[src/rtl/uart_fc_pkg.sv]
package uart_fc_pkg;
  localparam int DATA_W      = 8;
  localparam int FRAME_W     = DATA_W + 2;
  localparam int OS_RATE     = 16;
  localparam int OS_MID      = OS_RATE / 2 - 1;
  localparam int CFG_RTS_BIT = 1;
  localparam int CFG_FC_BIT  = 5;
  localparam int CFG_CLR_BIT = 7;

  typedef enum logic [1:0] {RX_IDLE, RX_BUSY, RX_WAIT_HIGH} rx_state_e;

  // Tick counter limit: a divisor of zero behaves as one.
  function automatic int unsigned tick_limit(input int unsigned div);
    return (div == 0) ? 0 : div - 1;
  endfunction

  // Shift word for one 8N1 frame, bit 0 leaves first.
  function automatic logic [FRAME_W-1:0] frame_word(input logic [DATA_W-1:0] b);
    return {1'b1, b, 1'b0};
  endfunction

  // RTS level: buffer room when handshaking, software bit otherwise.
  function automatic logic rts_level(input logic fc_on, input logic sw_bit,
                                     input logic has_room);
    return fc_on ? has_room : sw_bit;
  endfunction
endpackage

[src/rtl/uart_fc_sync.sv]
module uart_fc_sync #(
  parameter int   STAGES = 2,
  parameter logic INIT   = 1'b1
) (
  input  logic clk,
  input  logic rst_n,
  input  logic d,
  output logic q
);
  logic [STAGES-1:0] stage_q;

  for (genvar g = 0; g < STAGES; g++) begin : g_stage
    if (g == 0) begin : g_first
      always_ff @(posedge clk or negedge rst_n)
        if (!rst_n) stage_q[g] <= INIT;
        else        stage_q[g] <= d;
    end else begin : g_next
      always_ff @(posedge clk or negedge rst_n)
        if (!rst_n) stage_q[g] <= INIT;
        else        stage_q[g] <= stage_q[g-1];
    end
  end

  assign q = stage_q[STAGES-1];
endmodule

[src/rtl/uart_fc_tx.sv]
module uart_fc_tx
  import uart_fc_pkg::*;
(
  input  logic              clk,
  input  logic              rst_n,
  input  logic              tick,
  input  logic              may_start,
  input  logic              in_valid,
  input  logic [DATA_W-1:0] in_data,
  output logic              in_ready,
  output logic              txd,
  output logic              start_evt
);
  localparam int OSW = $clog2(OS_RATE);
  localparam int BW  = $clog2(FRAME_W);

  logic               busy;
  logic [FRAME_W-1:0] shreg;
  logic [OSW-1:0]     os_cnt;
  logic [BW-1:0]      bit_idx;
  logic               bit_end;

  // CTS is consulted only here, between frames.
  assign in_ready  = !busy && may_start;
  assign start_evt = in_valid && in_ready;
  assign bit_end   = tick && (os_cnt == OSW'(OS_RATE - 1));
  assign txd       = busy ? shreg[0] : 1'b1;

  always_ff @(posedge clk or negedge rst_n) begin
    if (!rst_n) begin
      busy    <= 1'b0;
      shreg   <= '1;
      os_cnt  <= '0;
      bit_idx <= '0;
    end else if (start_evt) begin
      busy    <= 1'b1;
      shreg   <= frame_word(in_data);
      os_cnt  <= '0;
      bit_idx <= '0;
    end else if (busy && tick) begin
      os_cnt <= bit_end ? '0 : os_cnt + 1'b1;
      if (bit_end) begin
        if (bit_idx == BW'(FRAME_W - 1)) begin
          busy <= 1'b0;
        end else begin
          bit_idx <= bit_idx + 1'b1;
          shreg   <= {1'b1, shreg[FRAME_W-1:1]};
        end
      end
    end
  end

  AST_TX_START_LOW: assert property (@(posedge clk) disable iff (!rst_n)
    start_evt |=> !txd);
  AST_TX_STOP_HIGH: assert property (@(posedge clk) disable iff (!rst_n)
    (busy && bit_idx == BW'(FRAME_W - 1)) |-> txd);
  AST_TX_BIT_HOLD: assert property (@(posedge clk) disable iff (!rst_n)
    (busy && !tick) |=> $stable(txd));
endmodule

[src/rtl/uart_fc_rx.sv]
module uart_fc_rx
  import uart_fc_pkg::*;
(
  input  logic              clk,
  input  logic              rst_n,
  input  logic              tick,
  input  logic              rxd_s,
  output logic              push,
  output logic [DATA_W-1:0] push_data
);
  localparam int OSW = $clog2(OS_RATE);
  localparam int BW  = $clog2(FRAME_W);

  rx_state_e         state;
  logic [OSW-1:0]    os_cnt;
  logic [BW-1:0]     bit_idx;
  logic [DATA_W-1:0] shreg;
  logic              mid_bit;

  assign mid_bit = tick && (os_cnt == OSW'(OS_MID));

  always_ff @(posedge clk or negedge rst_n) begin
    if (!rst_n) begin
      state     <= RX_IDLE;
      os_cnt    <= '0;
      bit_idx   <= '0;
      shreg     <= '0;
      push      <= 1'b0;
      push_data <= '0;
    end else begin
      push <= 1'b0;
      unique case (state)
        RX_IDLE: begin
          if (tick && !rxd_s) begin
            state   <= RX_BUSY;
            os_cnt  <= '0;
            bit_idx <= '0;
          end
        end
        RX_BUSY: begin
          if (tick) os_cnt <= (os_cnt == OSW'(OS_RATE - 1)) ? '0 : os_cnt + 1'b1;
          if (mid_bit) begin
            bit_idx <= bit_idx + 1'b1;
            if (bit_idx == '0) begin
              if (rxd_s) state <= RX_IDLE;  // glitch, not a start bit
            end else if (bit_idx <= BW'(DATA_W)) begin
              shreg <= {rxd_s, shreg[DATA_W-1:1]};
            end else if (rxd_s) begin
              push      <= 1'b1;
              push_data <= shreg;
              state     <= RX_IDLE;
            end else begin
              state <= RX_WAIT_HIGH;  // framing error
            end
          end
        end
        RX_WAIT_HIGH: begin
          if (rxd_s) state <= RX_IDLE;
        end
        default: state <= RX_IDLE;
      endcase
    end
  end

  AST_RX_STOP_SEEN: assert property (@(posedge clk) disable iff (!rst_n)
    push |-> $past(rxd_s));
  AST_RX_ERR_REARM: assert property (@(posedge clk) disable iff (!rst_n)
    (state == RX_WAIT_HIGH && !rxd_s) |=> (state == RX_WAIT_HIGH));
endmodule

[src/rtl/uart_fc_fifo.sv]
module uart_fc_fifo #(
  parameter int DEPTH = 16,
  parameter int W     = 8
) (
  input  logic                       clk,
  input  logic                       rst_n,
  input  logic                       push,
  input  logic [W-1:0]               wdata,
  input  logic                       pop,
  output logic [W-1:0]               rdata,
  output logic [$clog2(DEPTH):0]     count,
  output logic                       full,
  output logic                       empty,
  input  logic                       ovf_clr,
  output logic                       ovf
);
  localparam int AW = $clog2(DEPTH);
  localparam int CW = AW + 1;

  logic [W-1:0]  mem [DEPTH];
  logic [AW-1:0] wptr, rptr;
  logic          do_push, do_pop;

  assign full    = (count == CW'(DEPTH));
  assign empty   = (count == '0);
  assign do_push = push && !full;
  assign do_pop  = pop && !empty;
  assign rdata   = mem[rptr];

  always_ff @(posedge clk)
    if (do_push) mem[wptr] <= wdata;

  always_ff @(posedge clk or negedge rst_n) begin
    if (!rst_n) begin
      wptr  <= '0;
      rptr  <= '0;
      count <= '0;
      ovf   <= 1'b0;
    end else begin
      if (do_push) wptr <= wptr + 1'b1;
      if (do_pop)  rptr <= rptr + 1'b1;
      if (do_push && !do_pop)      count <= count + 1'b1;
      else if (do_pop && !do_push) count <= count - 1'b1;
      if (push && full)  ovf <= 1'b1;
      else if (ovf_clr)  ovf <= 1'b0;
    end
  end

  AST_NO_OVERFLOW: assert property (@(posedge clk) disable iff (!rst_n)
    count <= CW'(DEPTH));
  AST_FULL_DROP: assert property (@(posedge clk) disable iff (!rst_n)
    (push && full && !pop) |=> (ovf && count == CW'(DEPTH)));
  AST_OVF_STICKY: assert property (@(posedge clk) disable iff (!rst_n)
    (ovf && !ovf_clr) |=> ovf);
endmodule

[src/rtl/uart_fc.sv]
module uart_fc
  import uart_fc_pkg::*;
#(
  parameter int FIFO_DEPTH  = 16,
  parameter int SYNC_STAGES = 2,
  parameter int DIV_W       = 16
) (
  input  logic                          clk,
  input  logic                          rst_n,
  input  logic [DIV_W-1:0]              baud_div,
  input  logic                          cfg_wr,
  input  logic [7:0]                    cfg_wdata,
  input  logic                          tx_valid,
  input  logic [DATA_W-1:0]             tx_data,
  output logic                          tx_ready,
  output logic                          txd,
  input  logic                          cts,
  input  logic                          rxd,
  output logic                          rts,
  output logic                          rx_valid,
  output logic [DATA_W-1:0]             rx_data,
  input  logic                          rx_rd,
  output logic [$clog2(FIFO_DEPTH):0]   rx_level,
  output logic                          rx_overflow
);
  localparam int CW   = $clog2(FIFO_DEPTH) + 1;
  localparam int HALF = FIFO_DEPTH / 2;

  logic              fc_en, rts_sw, ovf_clr;
  logic [DIV_W-1:0]  div_cnt, div_lim;
  logic              tick;
  logic              cts_s, rxd_s;
  logic              tx_start;
  logic              rx_push;
  logic [DATA_W-1:0] rx_push_data;
  logic              fifo_full, fifo_empty;
  logic              unused_cfg_bits;

  assign unused_cfg_bits = ^{cfg_wdata[6], cfg_wdata[4:2], cfg_wdata[0]};

  // Configuration register; the clear bit is an action, not stored.
  always_ff @(posedge clk or negedge rst_n) begin
    if (!rst_n) begin
      fc_en  <= 1'b0;
      rts_sw <= 1'b0;
    end else if (cfg_wr) begin
      fc_en  <= cfg_wdata[CFG_FC_BIT];
      rts_sw <= cfg_wdata[CFG_RTS_BIT];
    end
  end
  assign ovf_clr = cfg_wr && cfg_wdata[CFG_CLR_BIT];

  // Free-running oversampling tick shared by both directions.
  assign div_lim = DIV_W'(tick_limit(32'(baud_div)));
  assign tick    = (div_cnt >= div_lim);
  always_ff @(posedge clk or negedge rst_n)
    if (!rst_n) div_cnt <= '0;
    else        div_cnt <= tick ? '0 : div_cnt + 1'b1;

  uart_fc_sync #(.STAGES(SYNC_STAGES), .INIT(1'b0)) u_cts_sync (
    .clk(clk), .rst_n(rst_n), .d(cts), .q(cts_s));
  uart_fc_sync #(.STAGES(SYNC_STAGES), .INIT(1'b1)) u_rxd_sync (
    .clk(clk), .rst_n(rst_n), .d(rxd), .q(rxd_s));

  uart_fc_tx u_tx (
    .clk(clk), .rst_n(rst_n), .tick(tick),
    .may_start(!fc_en || cts_s),
    .in_valid(tx_valid), .in_data(tx_data), .in_ready(tx_ready),
    .txd(txd), .start_evt(tx_start));

  uart_fc_rx u_rx (
    .clk(clk), .rst_n(rst_n), .tick(tick), .rxd_s(rxd_s),
    .push(rx_push), .push_data(rx_push_data));

  uart_fc_fifo #(.DEPTH(FIFO_DEPTH), .W(DATA_W)) u_fifo (
    .clk(clk), .rst_n(rst_n),
    .push(rx_push), .wdata(rx_push_data),
    .pop(rx_rd), .rdata(rx_data),
    .count(rx_level), .full(fifo_full), .empty(fifo_empty),
    .ovf_clr(ovf_clr), .ovf(rx_overflow));

  assign rx_valid = !fifo_empty;
  assign rts      = rts_level(fc_en, rts_sw, rx_level < CW'(HALF));

  AST_CTS_GATE: assert property (@(posedge clk) disable iff (!rst_n)
    (fc_en && !cts_s) |-> !tx_start);
  AST_RTS_FULL: assert property (@(posedge clk) disable iff (!rst_n)
    (fc_en && fifo_full) |-> !rts);
  AST_CTS_IGNORED: assert property (@(posedge clk) disable iff (!rst_n)
    (!fc_en && tx_valid && tx_ready) |=> !txd);
endmodule

[config.mk]
export PLATFORM = sky130hd
export DESIGN_NAME = uart_fc
export DESIGN_NICKNAME = d
export VERILOG_FILES = /design/src/rtl/uart_fc_pkg.sv /design/src/rtl/uart_fc_sync.sv /design/src/rtl/uart_fc_tx.sv /design/src/rtl/uart_fc_rx.sv /design/src/rtl/uart_fc_fifo.sv /design/src/rtl/uart_fc.sv
export SDC_FILE = /design/constraint.sdc
export NUM_CORES = 1
export LEC_CHECK = 0
export ABC_AREA = 1
export BUFFER_PORTS_ARGS = -buffer_cell sky130_fd_sc_hd__buf_2
export CAP_MARGIN = 10
export CORE_MARGIN = 5
export CORE_UTILIZATION = 66
export DETAILED_ROUTE_END_ITERATION = 10
export MAX_ROUTING_LAYER = met4
export PLACE_DENSITY_LB_ADDON = 0.2
export SLEW_MARGIN = 20
export SYNTH_ARGS = -nofsm -noshare
export SYNTH_HDL_FRONTEND = slang
export SYNTH_SLANG_ARGS = --single-unit
[constraint.sdc]
create_clock -name clk -period 6.1 [get_ports clk]
set_input_delay 0.61 -clock clk [delete_from_list [all_inputs] [get_ports clk]]
set_output_delay 0.61 -clock clk [all_outputs]
set_load 0.01 [all_outputs]
# ---- Word-level counts from Yosys, hierarchy flattened
# Memories as Yosys holds them, arrays and structs flattened.
# Index checks and enable logic that the tools add are counted.
dict set report classes {
  n_addsub 10
  magnitude_cmp 3
  n_eq_ne 12
  muxes 43
  bitwise 2
  n_reduce_logical 37
}
# cell n
set ops {}
lappend ops {{4-bit 2-to-1 mux} 11}
lappend ops {{10-bit 2-to-1 mux} 4}
lappend ops {{16-bit 2-to-1 mux} 2}
lappend ops {{4-bit by 1-bit adder with 4-bit output, second input constant} 6}
lappend ops {{16-bit by 1-bit adder with 16-bit output, second input constant} 1}
lappend ops {{16-bit greater-or-equal comparator} 1}
lappend ops {{16-bit logical NOT} 1}
lappend ops {{4-bit case mux with 2 select lines} 2}
lappend ops {{16-bit by 1-bit subtractor with 16-bit output, second input constant} 1}
lappend ops {{1-bit 2-to-1 mux} 15}
lappend ops {{3-bit AND reduction} 5}
lappend ops {{4-bit equality test, second input constant} 3}
lappend ops {{1-bit logical AND} 12}
lappend ops {{2-bit 2-to-1 mux} 6}
lappend ops {{2-bit nonzero test} 6}
lappend ops {{5-bit 2-to-1 mux} 2}
lappend ops {{1-bit logical NOT} 7}
lappend ops {{2-bit case mux with 3 select lines} 1}
lappend ops {{5-bit by 1-bit adder with 5-bit output, second input constant} 1}
lappend ops {{5-bit equality test, second input constant} 1}
lappend ops {{5-bit logical NOT} 1}
lappend ops {{5-bit by 4-bit < comparator with 1-bit output, second input constant} 1}
lappend ops {{5-bit AND reduction} 1}
lappend ops {{5-bit by 1-bit subtractor with 5-bit output, second input constant} 1}
lappend ops {{other kinds (12)} 15}
dict set report word_totals {
  register_bits 82
  ramBits 128
  in_bits 39
  out_inout_bits 18
  elab_cells 129
  mem_count 1
}
# memory words word_bits read_ports rd_ports_with_merged_regs wr line_no
set memory_table {}
lappend memory_table {u_fifo.mem 16 8 1 0 1 uart_fc_fifo.sv:20} ;# logic [W-1:0] mem [DEPTH];

# ---- Longest topological paths before layout
# Gate-level depths: netlist of run 1.
dict set report logic_depth {
  word_depth 7
  ltp_mapped 22
  mapped_depth_nobuf 22
}

# ---- Cells and area by module
# Synthesis of run 1 repeated with hierarchy kept, for this count alone.
dict set report unflattened {
  cells_unflattened 1186
  area_unflattened_um2 10620.2
}
# module n_inst cells_each area_per_inst_um2 seq_area_each_um2
set modules_own_cells {}
lappend modules_own_cells {uart_fc_fifo 1 624 6261.0 4194.0}
lappend modules_own_cells {uart_fc 1 270 1829.3 450.4}
lappend modules_own_cells {uart_fc_rx 1 152 1358.8 675.6}
lappend modules_own_cells {uart_fc_tx 1 136 1068.5 461.7}
lappend modules_own_cells {{uart_fc_sync at u_rxd_sync} 1 2 52.6 52.6}
lappend modules_own_cells {{uart_fc_sync at u_cts_sync} 1 2 50.0 50.0}

# ---- Worst setup path after synthesis of run 1
# OpenSTA, ideal clock, no wires.
dict set report synth_path {
  path_kind {input to register}
  start {input baud_div[0]}
  end {register u_rx.push_data[0]}
  setup_ns 0.118
  arrival_ns 2.847
  setup_slack_ns 3.136
  path_stages 20
  path_buffers 0
  path_cell_list {inv_1 > ha_1 > inv_1 > nor2_1 > inv_1 > nor2_2 > inv_1 > nor2_2 > xor2_1 > nand2_1 > ha_1 > nand4_1 > nor3_1 > nand2_1 > nand2_2 > nand2_4 > nor2_4 > nand3_2 > nand2_1 > nand2_1}
}
dict set report synth_via {
  elab_chain_len 5
  word_cells_on_any_way 6
}
# item line_no
set synth_rtl {}
lappend synth_rtl {{from (decl)} uart_fc.sv:10} ;# input logic [DIV_W-1:0] baud_div,
lappend synth_rtl {{16-bit by 1-bit subtractor with 16-bit output / 16-bit logical NOT (equally long branches)} uart_fc_pkg.sv:14} ;# return (div == 0) ? 0 : div - 1;
lappend synth_rtl {{16-bit 2-to-1 mux *} uart_fc_pkg.sv:14}
lappend synth_rtl {{16-bit greater-or-equal comparator *} uart_fc.sv:55} ;# assign tick = (div_cnt >= div_lim);
lappend synth_rtl {{1-bit logical AND *} uart_fc_rx.sv:20} ;# assign mid_bit = tick && (os_cnt == OSW'(OS_MID));
lappend synth_rtl {{5-bit AND reduction (no source line) *} -}
lappend synth_rtl {{to (signal assigned)} uart_fc_rx.sv:50} ;# push_data <= shreg;
lappend synth_rtl {{to (decl)} uart_fc_rx.sv:9} ;# output logic [DATA_W-1:0] push_data
# Every way passes the cells marked *; elsewhere a longest branch is shown, timed or not.
# A chain may end at the register's enable or synchronous reset.

# ---- Final worst setup path of run 1
dict set report layout_path {
  start {input baud_div[0]}
  end {register u_rx.push_data[6]}
}
# The elaborated chain is that of the path after synthesis.

==> metrics.txt, run 1 <==
# TYPE chip_impl_metric gauge
chip_impl_info{name="outcome",value="finished clean"} 1
chip_impl_metric{name="report.power.total",unit="mW"} 3.98
chip_impl_metric{name="cts_made_buffers",unit=""} 22
chip_impl_info{name="crit_path_top_delay_cell",value="nand2_2"} 1
chip_impl_info{name="hold_path_startpoint",value="rxd"} 1
chip_impl_metric{name="multi_input_comb_area",unit="um^2"} 3530
chip_impl_metric{name="grt_max_degree",unit=""} 75
chip_impl_metric{name="p_switching",unit="mW"} 1.28
chip_impl_info{name="setup.worst_path.start_class",value="input port"} 1
chip_impl_metric{name="final_layout_size_suffix_gt1_frac",unit=""} 0.127
chip_impl_metric{name="netlist_area_pre_place",unit="um^2"} 9850
chip_impl_info{name="rr_endpoint",value="u_fifo.count[4]$_DFFE_PN0P_"} 1
chip_impl_info{name="ctsRootBufferMaster",value="clkbuf_16"} 1
chip_impl_metric{name="dr.pass1.iters",unit=""} 5
chip_impl_metric{name="timing.final.setup_violations",unit=""} 0
chip_impl_info{name="holdCritPathClass",value="input port to flop"} 1
chip_impl_metric{name="cellInternalPower",unit="mW"} 2.70
chip_impl_metric{name="count_of_different_cell_masters_after_synthesis",unit=""} 45
chip_impl_info{name="hold_path_endpoint",value="u_rxd_sync.stage_q[0]$_DFF_PN1_"} 1
chip_impl_metric{name="powerDensity",unit="nW/um^2"} 365
chip_impl_metric{name="static-leakage-power",unit="nW"} 4.31
chip_impl_metric{name="total_die_area",unit="um^2"} 17500
chip_impl_info{name="timing.rr.start",value="u_fifo.count[0]$_DFFE_PN0P_"} 1
chip_impl_metric{name="drc_errors",unit=""} 0
chip_impl_metric{name="power.ir.vdd_worst",unit="uV"} 287
chip_impl_metric{name="grt_pass1_wl",unit="um"} 31300
chip_impl_metric{name="antennaDiodeCount",unit=""} 0
chip_impl_metric{name="share_comb_of_total_power",unit=""} 0.250
chip_impl_metric{name="number_of_antenna_violations_at_the_first_check_in_global_routing",unit=""} 0
chip_impl_metric{name="maxCapViolCount",unit=""} 0
chip_impl_metric{name="clk_pin_slew_worst_paths",unit="ns"} 0.06
chip_impl_metric{name="finalSetupTns",unit="ns"} 0
chip_impl_metric{name="route.detailed.vias_per_inst",unit=""} 5.67
chip_impl_metric{name="fin_worst_skew",unit="ns"} 0.0167
chip_impl_metric{name="final_min_period_over_clock_period",unit=""} 0.564
chip_impl_metric{name="seq_area",unit="um^2"} 5890
chip_impl_metric{name="postSynthAreaPerCell",unit="um^2"} 10.5
chip_impl_metric{name="floorplan.die.height",unit="um"} 132
chip_impl_metric{name="routed_wl",unit="um"} 18700
chip_impl_metric{name="dieWidth",unit="um"} 132
chip_impl_metric{name="drtIter0Drc",unit=""} 519
chip_impl_metric{name="clock.fmax",unit="GHz"} 0.290
chip_impl_metric{name="ys_seq_area_frac",unit=""} 0.597
chip_impl_metric{name="floorplan.rows",unit=""} 44
chip_impl_info{name="cp_cell_sequence",value="buf_2 -> inv_1 -> ha_1 -> inv_1 -> nor2_1 -> inv_1 -> nor2_2 -> inv_1 -> nor2_2 -> nand2_1 -> nand2_1 -> nand3_1 -> ha_1 -> nand2_1 -> o21ai_0 -> a21oi_1 -> nand2_2 -> nand2_4 -> nor2_4 -> nand3_2 -> nand2_1 -> nand2_1"} 1
chip_impl_metric{name="finalMaxSlewViolations",unit=""} 0
chip_impl_metric{name="ctsHtreeMaxLevel",unit=""} 1
chip_impl_info{name="tritoncts",value="yes"} 1
chip_impl_metric{name="synth_edf_count",unit=""} 128
chip_impl_info{name="setup.worst_path.class",value="input port to flop"} 1
chip_impl_metric{name="cts_sinks",unit=""} 209
chip_impl_metric{name="resized_cells_post_cts",unit=""} 0
chip_impl_metric{name="initial_utilization",unit=""} 0.675
chip_impl_metric{name="coreArea",unit="um^2"} 14600
chip_impl_metric{name="total_grt_overflow",unit=""} 0
chip_impl_metric{name="rd_place_congestion",unit=""} 0.805
chip_impl_info{name="crit_top_cell",value="nand2_1"} 1
chip_impl_metric{name="clock_insertion_delay_worst_skew",unit="ns"} 0.50
chip_impl_info{name="grt_setup_unrepaired",value="false"} 1
chip_impl_metric{name="timing.critical_path.buf_inv",unit=""} 5
chip_impl_metric{name="port_buffers",unit=""} 51
chip_impl_metric{name="asyncSetResetFlopFracSynth",unit=""} 0.388
chip_impl_metric{name="ff2ff_setup_slack",unit="ns"} 3.40
chip_impl_metric{name="final_period_minus_worst_setup_slack",unit="ns"} 3.44
chip_impl_metric{name="whs",unit="ns"} 0.217
chip_impl_metric{name="num-nets-final",unit=""} 1061
chip_impl_metric{name="critical_path.max_fanout",unit=""} 22
chip_impl_metric{name="report.final.hold_viol_count",unit=""} 0
chip_impl_metric{name="post-dp-hpwl",unit="um"} 12300
chip_impl_metric{name="netlist_instances",unit=""} 938
chip_impl_metric{name="power_frac_clock",unit=""} 0.307
chip_impl_metric{name="vias_in_the_first_global_route",unit=""} 6413
chip_impl_metric{name="count_of_cells_along_the_worst_register_to_register_path",unit=""} 14
chip_impl_metric{name="cts-root-to-sink-buffers",unit=""} 3
chip_impl_metric{name="fillCellCount",unit=""} 1002
chip_impl_metric{name="route.antenna.remaining_nets",unit=""} 0
chip_impl_metric{name="sw_frac_of_total",unit=""} 0.321
chip_impl_metric{name="whs_path_cells",unit=""} 1
chip_impl_metric{name="io_pins",unit=""} 57
chip_impl_info{name="cp-end-kind",value="flop"} 1
chip_impl_metric{name="worst-slew-pin-transition",unit="ns"} 0.913
chip_impl_info{name="most_common_flop_cell_mapped_by_yosys",value="edfxtp_1"} 1
chip_impl_metric{name="critical-path-max-stage-delay",unit="ns"} 0.41
chip_impl_metric{name="layout.core_utilization",unit=""} 0.747
chip_impl_metric{name="grt_usage",unit=""} 0.223
chip_impl_metric{name="cp.required",unit="ns"} 6.48
chip_impl_metric{name="via_count",unit=""} 6725
chip_impl_metric{name="routed_length_per_instance",unit="um"} 15.8
chip_impl_metric{name="mappedNetlistNets",unit=""} 1012
chip_impl_metric{name="cp_data_arrival_time",unit="ns"} 3.82
chip_impl_metric{name="postCtsSetupBuffers",unit=""} 0
chip_impl_metric{name="worst_rel_slew_slack",unit=""} 0.392
chip_impl_metric{name="pwr-share-seq",unit=""} 0.443
chip_impl_metric{name="synth.ff_latch_count",unit=""} 209
chip_impl_metric{name="synthToLayoutAreaGrowth",unit="%"} 10.6
chip_impl_info{name="critical_path.top_delay_family",value="simple AND/OR/NAND/NOR gates"} 1
chip_impl_metric{name="yosys_warnings",unit=""} 0
-- layout by cell type (no fill, tap or decap), types with 3 or more instances in the layout --
cell and count:
o32ai_1 4, o221ai_1 25, dfstp_2 11, o21a_1 3
buf_2 50, nand3_2 3, dfrtp_1 69, clkinv_2 5
clkinv_1 5, nor3_1 11, nor2_4 4, ha_1 34
xor2_1 14, nand2_2 5, o21ai_0 57, nand3_1 50
inv_1 71, clkbuf_1 7, clkbuf_16 22, buf_4 6
o211ai_1 5, nand2_1 184, a21oi_1 25, nand3b_1 3
nor2_1 110, mux2i_1 25, o22ai_1 4, nor4_1 3
xnor2_1 13, nand4_1 18, edfxtp_1 128, nor2_2 8
-- stage by stage --
step                      instances  setup slack (ns)  cell area [um^2]
after floorplan                 938              3.14              9850
after global placement         1146              2.21             10200
after detailed placement       1146              2.15             10200
after CTS                      1187              2.64             10900
after global routing           1187              2.21             10900
final                          1187              2.66             10900
-- layout make-up --
class	count	share of cell area
Tap cell	184	0.0211
Timing Repair Buffer	57	0.0280
Inverter	75	0.0258
Multi-Input combinational cell	622	0.324
Sequential cell	209	0.540
Clock buffer	29	0.0529
Clock inverter	11	0.00838
-- layer usage --
metal	vias to the layer above	GRT usage	share of wire
met5	-	-	0
met4	0	0.0419	0.014
met3	23	0.0302	0.043
met2	131	0.377	0.51
met1	3213	0.295	0.43
li1	3358	-	-
-- flip-flops by register name, indices dropped and copies added (netlist names), 2 cells and up --
| name | count |
|---|---|
| div_cnt | 16 |
| u_fifo.count | 5 |
| u_fifo.mem | 128 |
| u_fifo.rptr | 4 |
| u_fifo.wptr | 4 |
| u_rx.bit_idx | 4 |
| u_rx.os_cnt | 4 |
| u_rx.push_data | 8 |
| u_rx.shreg | 8 |
| u_rx.state | 2 |
| u_tx.bit_idx | 4 |
| u_tx.os_cnt | 4 |
| u_tx.shreg | 9 |
-- cell usage after synthesis, types with 14 or more instances --
| cell | instances | area [um^2] |
|---|---|---|
| xor2_1 | 14 | 123 |
| a21oi_1 | 25 | 125 |
| edfxtp_1 | 128 | 3840 |
| nand2_1 | 184 | 691 |
| nand3_1 | 50 | 250 |
| dfrtp_1 | 70 | 1750 |
| mux2i_1 | 25 | 250 |
| o21ai_0 | 57 | 285 |
| nor2_1 | 110 | 413 |
| inv_1 | 71 | 267 |
| o221ai_1 | 25 | 219 |
| ha_1 | 34 | 425 |
| nand4_1 | 18 | 113 |
| clkbuf_1 | 17 | 63.8 |
-- kinds of logic (layout without fill, tap and decap cells) --
| group | Yosys count | count (layout) | synth area share |
|---|---|---|---|
| compound gates | 130 | 130 | 0.0825 |
| xor+xnor | 27 | 27 | 0.0240 |
| fa+ha+maj | 35 | 35 | 0.0452 |
| buf+inv | 107 | 172 | 0.0447 |
| flops | 209 | 209 | 0.597 |
| mux | 25 | 25 | 0.0254 |
| simple gates | 405 | 405 | 0.181 |
-- worst max path at each step --
stage	start	endpoint	slack, ns	cells after the start
6_report	baud_div[0]	u_rx.push_data[6]$_DFFE_PN0P_	2.66	22
5_1_grt	baud_div[0]	u_rx.push_data[2]$_DFFE_PN0P_	2.21	22
4_1_cts	baud_div[0]	u_rx.push_data[6]$_DFFE_PN0P_	2.64	22
3_5_place_dp	baud_div[0]	u_rx.push_data[6]$_DFFE_PN0P_	2.15	21
3_3_place_gp	baud_div[0]	u_rx.push_data[3]$_DFFE_PN0P_	2.21	21
2_1_floorplan	baud_div[0]	u_rx.push_data[0]$_DFFE_PN0P_	3.14	20
-- worst register-to-register path, stage by stage, from the launching register on --
cell,delay [ns]
dfrtp_1,0.46
nor4_2,0.41
nand2_1,0.08
nand2_1,0.14
inv_1,0.16
ha_1,0.25
inv_1,0.15
ha_1,0.29
a21oi_1,0.14
nor2_1,0.05
nor2_1,0.12
nand2_1,0.08
nand2_1,0.07
nor2_1,0.05
xor2_1,0.13
-- power by group through the flow --
stage,Sequential [mW],Combinational [mW],Clock (mW)
final,1.76,0.995,1.22
after floorplan,1.72,0.763,0
after global placement,1.78,0.962,0
after CTS,1.76,1.01,1.25
after detailed placement,1.79,0.996,0
after global routing,1.78,1.13,1.31
-- timing repair --
item / 4_1_cts / 5_1_grt
setup endpoints to repair: 0 / 0
hold buffers: 1 / 0
hold endpoints to repair: 7 / 0
Note: power is estimated with default switching activity, not from simulation.
==> run 2: changes to the inputs <==
--- a/config.mk
+++ b/config.mk
@@ -5,11 +5,11 @@
 export SDC_FILE = /design/constraint.sdc
 export NUM_CORES = 1
 export LEC_CHECK = 0
-export ABC_AREA = 1
+export ABC_AREA = 0
 export BUFFER_PORTS_ARGS = -buffer_cell sky130_fd_sc_hd__buf_2
 export CAP_MARGIN = 10
 export CORE_MARGIN = 5
-export CORE_UTILIZATION = 66
+export CORE_UTILIZATION = 61
 export DETAILED_ROUTE_END_ITERATION = 10
 export MAX_ROUTING_LAYER = met4
 export PLACE_DENSITY_LB_ADDON = 0.2
==> constraint.sdc (replaced) <==
create_clock -name clk -period 3.4 [get_ports clk]
set_input_delay 0.34 -clock clk [delete_from_list [all_inputs] [get_ports clk]]
set_output_delay 0.34 -clock clk [all_outputs]
set_load 0.01 [all_outputs]
==> metrics.txt, run 2 <==
# TYPE chip_impl_metric gauge
chip_impl_metric{name="maxCapViolCount",unit=""} 0
chip_impl_info{name="yosys.area.top_type",value="edfxtp_1"} 1
chip_impl_info{name="mostFrequentLayoutCells",value="128 x edfxtp_1, 69 x dfrtp_1, 51 x nand2_1"} 1
chip_impl_metric{name="p_switching",unit="mW"} 1.92
chip_impl_metric{name="power.ir.vdd_worst",unit="uV"} 380
chip_impl_metric{name="dp.cells",unit=""} 904
chip_impl_metric{name="final_critical_path_setup_slack",unit="ns"} -0.965
chip_impl_metric{name="ys_seq_area_frac",unit=""} 0.628
chip_impl_metric{name="cellInternalPower",unit="mW"} 4.95
chip_impl_metric{name="port_buffers",unit=""} 51
chip_impl_metric{name="power_frac_clock",unit=""} 0.309
chip_impl_metric{name="final_layout_size_suffix_gt1_frac",unit=""} 0.302
chip_impl_metric{name="final_period_minus_worst_setup_slack",unit="ns"} 4.37
chip_impl_metric{name="antennaDiodeCount",unit=""} 0
chip_impl_info{name="hold_path_startpoint",value="tx_data[7]"} 1
chip_impl_metric{name="layout.core_utilization",unit=""} 0.730
chip_impl_info{name="dominant_combinational_cell_family_by_area_after_synthesis",value="multiplexers"} 1
chip_impl_metric{name="worst_rel_slew_slack",unit=""} 0.408
chip_impl_info{name="holdCritPathClass",value="input port to flop"} 1
chip_impl_info{name="largest_registers",value="u_fifo.mem x128, div_cnt x16, u_tx.shreg x9"} 1
chip_impl_metric{name="rd_place_congestion",unit=""} 0.848
chip_impl_metric{name="finalMaxSlewViolations",unit=""} 0
chip_impl_metric{name="xor_xnor_cell_area_share_of_the_yosys_netlist",unit=""} 0.0308
chip_impl_metric{name="report.power.total",unit="mW"} 6.86
chip_impl_metric{name="vias_in_the_first_global_route",unit=""} 5744
chip_impl_metric{name="netlist_area_pre_place",unit="um^2"} 9370
chip_impl_metric{name="route.antenna.remaining_nets",unit=""} 0
chip_impl_metric{name="sw_frac_of_total",unit=""} 0.279
chip_impl_info{name="outcome",value="finished with violations"} 1
chip_impl_metric{name="pre_cts_ws",unit="ns"} -1.44
chip_impl_metric{name="critical_path.max_fanout",unit=""} 9
chip_impl_info{name="violated_checks",value="negative setup slack"} 1
chip_impl_metric{name="static-leakage-power",unit="nW"} 4.04
chip_impl_info{name="most_common_flop_cell_mapped_by_yosys",value="edfxtp_1"} 1
chip_impl_metric{name="synth.ff_latch_count",unit=""} 209
chip_impl_metric{name="worst-slew-pin-transition",unit="ns"} 0.884
chip_impl_metric{name="dr.pass1.iters",unit=""} 4
chip_impl_metric{name="synth_top_area_frac",unit=""} 0.410
chip_impl_metric{name="floorplan.rows",unit=""} 45
chip_impl_metric{name="cp_data_arrival_time",unit="ns"} 4.74
chip_impl_metric{name="grt_pass1_wl",unit="um"} 30100
chip_impl_metric{name="cts-root-to-sink-buffers",unit=""} 3
chip_impl_metric{name="cts_sinks",unit=""} 209
chip_impl_metric{name="total_die_area",unit="um^2"} 17900
chip_impl_metric{name="cp.required",unit="ns"} 3.77
chip_impl_metric{name="final_min_period_over_clock_period",unit=""} 1.28
chip_impl_metric{name="via_count",unit=""} 5584
chip_impl_metric{name="finalSetupTns",unit="ns"} -47.99
chip_impl_metric{name="asyncSetResetFlopFracSynth",unit=""} 0.388
chip_impl_info{name="ranking_of_synthesized_cells_by_instance_count",value="128 x edfxtp_1, 70 x dfrtp_1, 52 x nand2_1"} 1
chip_impl_metric{name="grt_usage",unit=""} 0.217
chip_impl_metric{name="pwr-share-seq",unit=""} 0.473
chip_impl_metric{name="initial_utilization",unit=""} 0.619
chip_impl_metric{name="share_comb_of_total_power",unit=""} 0.218
chip_impl_metric{name="synth_edf_count",unit=""} 128
chip_impl_info{name="setup.worst_path.start_class",value="input port"} 1
chip_impl_metric{name="cts_made_buffers",unit=""} 21
chip_impl_metric{name="synth-adder-area-share",unit=""} 0.0475
chip_impl_metric{name="final_cell_count_no_fill",unit=""} 950
chip_impl_info{name="timing.rr.start",value="u_fifo.count[0]$_DFFE_PN0P_"} 1
chip_impl_metric{name="powerDensity",unit="nW/um^2"} 621
chip_impl_info{name="post_synth_main_area_contributors",value="edfxtp_1 41%, dfrtp_1 19%, mux4_2 9.6%, ha_1 4.5%, dfstp_2 3.1%"} 1
chip_impl_metric{name="yosys-mux-area-fraction",unit=""} 0.130
chip_impl_info{name="grt_setup_unrepaired",value="true"} 1
chip_impl_metric{name="floorplan.die.height",unit="um"} 134
chip_impl_metric{name="drc_errors",unit=""} 0
chip_impl_info{name="most_frequent_cell_after_synthesis",value="edfxtp_1"} 1
chip_impl_metric{name="count_of_different_cell_masters_after_synthesis",unit=""} 54
chip_impl_metric{name="num-nets-final",unit=""} 821
chip_impl_info{name="tritoncts",value="yes"} 1
chip_impl_metric{name="clock_insertion_delay_worst_skew",unit="ns"} 0.49
chip_impl_metric{name="total_grt_overflow",unit=""} 0
chip_impl_info{name="cp-end-kind",value="flop"} 1
chip_impl_metric{name="grt_max_degree",unit=""} 82
chip_impl_metric{name="clock.fmax",unit="GHz"} 0.229
chip_impl_metric{name="final_area",unit="um^2"} 11100
chip_impl_metric{name="mappedNetlistNets",unit=""} 722
chip_impl_metric{name="post-dp-hpwl",unit="um"} 12000
chip_impl_info{name="crit_start",value="baud_div[5]"} 1
chip_impl_metric{name="fillCellCount",unit=""} 928
chip_impl_metric{name="whs",unit="ns"} 0.0364
chip_impl_info{name="layout.cells.most_common",value="edfxtp_1"} 1
chip_impl_metric{name="postSynthAreaPerCell",unit="um^2"} 14.5
chip_impl_metric{name="netlist_instances",unit=""} 648
chip_impl_info{name="ctsRootBufferMaster",value="clkbuf_16"} 1
chip_impl_metric{name="report.final.hold_viol_count",unit=""} 0
chip_impl_metric{name="post_place_cell_area",unit="um^2"} 10200
chip_impl_info{name="setup.worst_path.class",value="input port to flop"} 1
chip_impl_metric{name="routed_length_per_instance",unit="um"} 19.2
chip_impl_metric{name="io_pins",unit=""} 57
chip_impl_metric{name="timing.final.setup_violations",unit=""} 61
chip_impl_metric{name="yosys_warnings",unit=""} 0
chip_impl_metric{name="flip_flop_count_of_the_largest_register_all_copies_and_words_added",unit=""} 128
chip_impl_metric{name="coreArea",unit="um^2"} 15100
chip_impl_metric{name="route.detailed.vias_per_inst",unit=""} 5.88
chip_impl_metric{name="routed_wl",unit="um"} 18200
chip_impl_metric{name="clk_pin_slew_worst_paths",unit="ns"} 0.06
chip_impl_metric{name="synthToLayoutAreaGrowth",unit="%"} 18.0
chip_impl_metric{name="dieWidth",unit="um"} 134
chip_impl_info{name="max_flop_register",value="u_fifo.mem"} 1
chip_impl_metric{name="drtIter0Drc",unit=""} 351
chip_impl_metric{name="number_of_antenna_violations_at_the_first_check_in_global_routing",unit=""} 0
chip_impl_metric{name="fin_worst_skew",unit="ns"} 0.0118
chip_impl_metric{name="synth-simple-area-share",unit=""} 0.0951
chip_impl_metric{name="fraction_of_the_mapped_netlist_area_in_compound_gates",unit=""} 0.0510
chip_impl_metric{name="ctsHtreeMaxLevel",unit=""} 1
[run 2: cell count changes after synthesis, sizes merged, moves of 7 or more]
| cell | change |
|---|---|
| a21oi | +7 |
| nand2 | -138 |
| mux2i | -18 |
| nand3 | -39 |
| mux2 | +22 |
| nor2 | -74 |
| buf | -7 |
| o21ai | -34 |
| mux4 | +40 |
| nand4 | -11 |
| inv | -57 |
| and3 | +7 |
| and2 | +7 |
| o221ai | -25 |
[run 2: timing repair]
item / CTS / global route
buffers inserted: 2 / 2
cloned: 1 / 0
hold buffers: 2 / 1
resized for setup: 28 / 9
endpoints found under the setup margin: 61 / 61
pin swaps: 4 / 3
hold endpoints to repair: 2 / 70
[run 2: power groups by stage]
stage          registers [mW]  logic, mW  clock network, mW
6_report                 3.25       1.50               2.12
5_1_grt                  3.29       1.66               2.29
4_1_cts                  3.24       1.48               2.16
3_5_place_dp             3.28       1.38                  0
3_3_place_gp             3.26       1.33                  0
2_1_floorplan            3.12       1.11                  0
[run 2: kinds of logic after synthesis]
| kind of cell | Yosys count |
|---|---|
| flip-flops | 209 |
| adder cells (fa/ha/maj) | 35 |
| XOR/XNOR | 33 |
| AND/OR/NAND/NOR | 180 |
| multiplexers | 69 |
| AO/OA/AOI/OAI | 80 |
| buffers and inverters | 42 |
[run 2: final cells by class]
| class | instances | area [um^2] | area share |
|---|---|---|---|
| multi-input cells | 397 | 3500 | 0.317 |
| well taps | 188 | 235 | 0.0213 |
| clock inverters | 11 | 52.6 | 0.00475 |
| flip-flops and latches | 209 | 5890 | 0.532 |
| clock buffers | 27 | 589 | 0.0533 |
| repair buffers | 102 | 734 | 0.0664 |
| inverters | 16 | 60.1 | 0.00543 |
[run 2: path summary, 6_finish.rpt]
kind                            slack [ns]  depth (start not counted)                             to
worst max-delay path                 -0.97                         15  u_rx.push_data[6]$_DFFE_PN0P_
worst min-delay path                  0.04                          3      u_tx.shreg[8]$_DFFE_PN1P_
worst max register to register        0.76                         11    u_fifo.count[4]$_DFFE_PN0P_
worst min register to register        0.36                          0         u_rxd_sync.q$_DFF_PN1_
max in group asynchronous             2.41                          2     u_fifo.rptr[0]$_DFFE_PN0P_
min in group asynchronous             0.46                          2          div_cnt[14]$_DFF_PN0_
[run 2: critical path, stage by stage]
cell,delay (ns)
buf_6,0.09
or4_4,0.52
or4_4,0.43
or3_4,0.34
or4_4,0.43
or4b_4,0.54
and2_4,0.19
ha_4,0.25
nand2b_4,0.12
a2111oi_4,0.06
or4b_4,0.55
and3_4,0.23
nor3_4,0.16
buf_12,0.16
mux2_4,0.30
[run 2: metal layers]
layer,GRT usage,vias to the layer above,wire length (um)
met4,0.0451,0,266
met1,0.283,2809,7710
met2,0.372,127,9490
met3,0.0296,17,757
met5,-,-,0
li1,-,2631,-
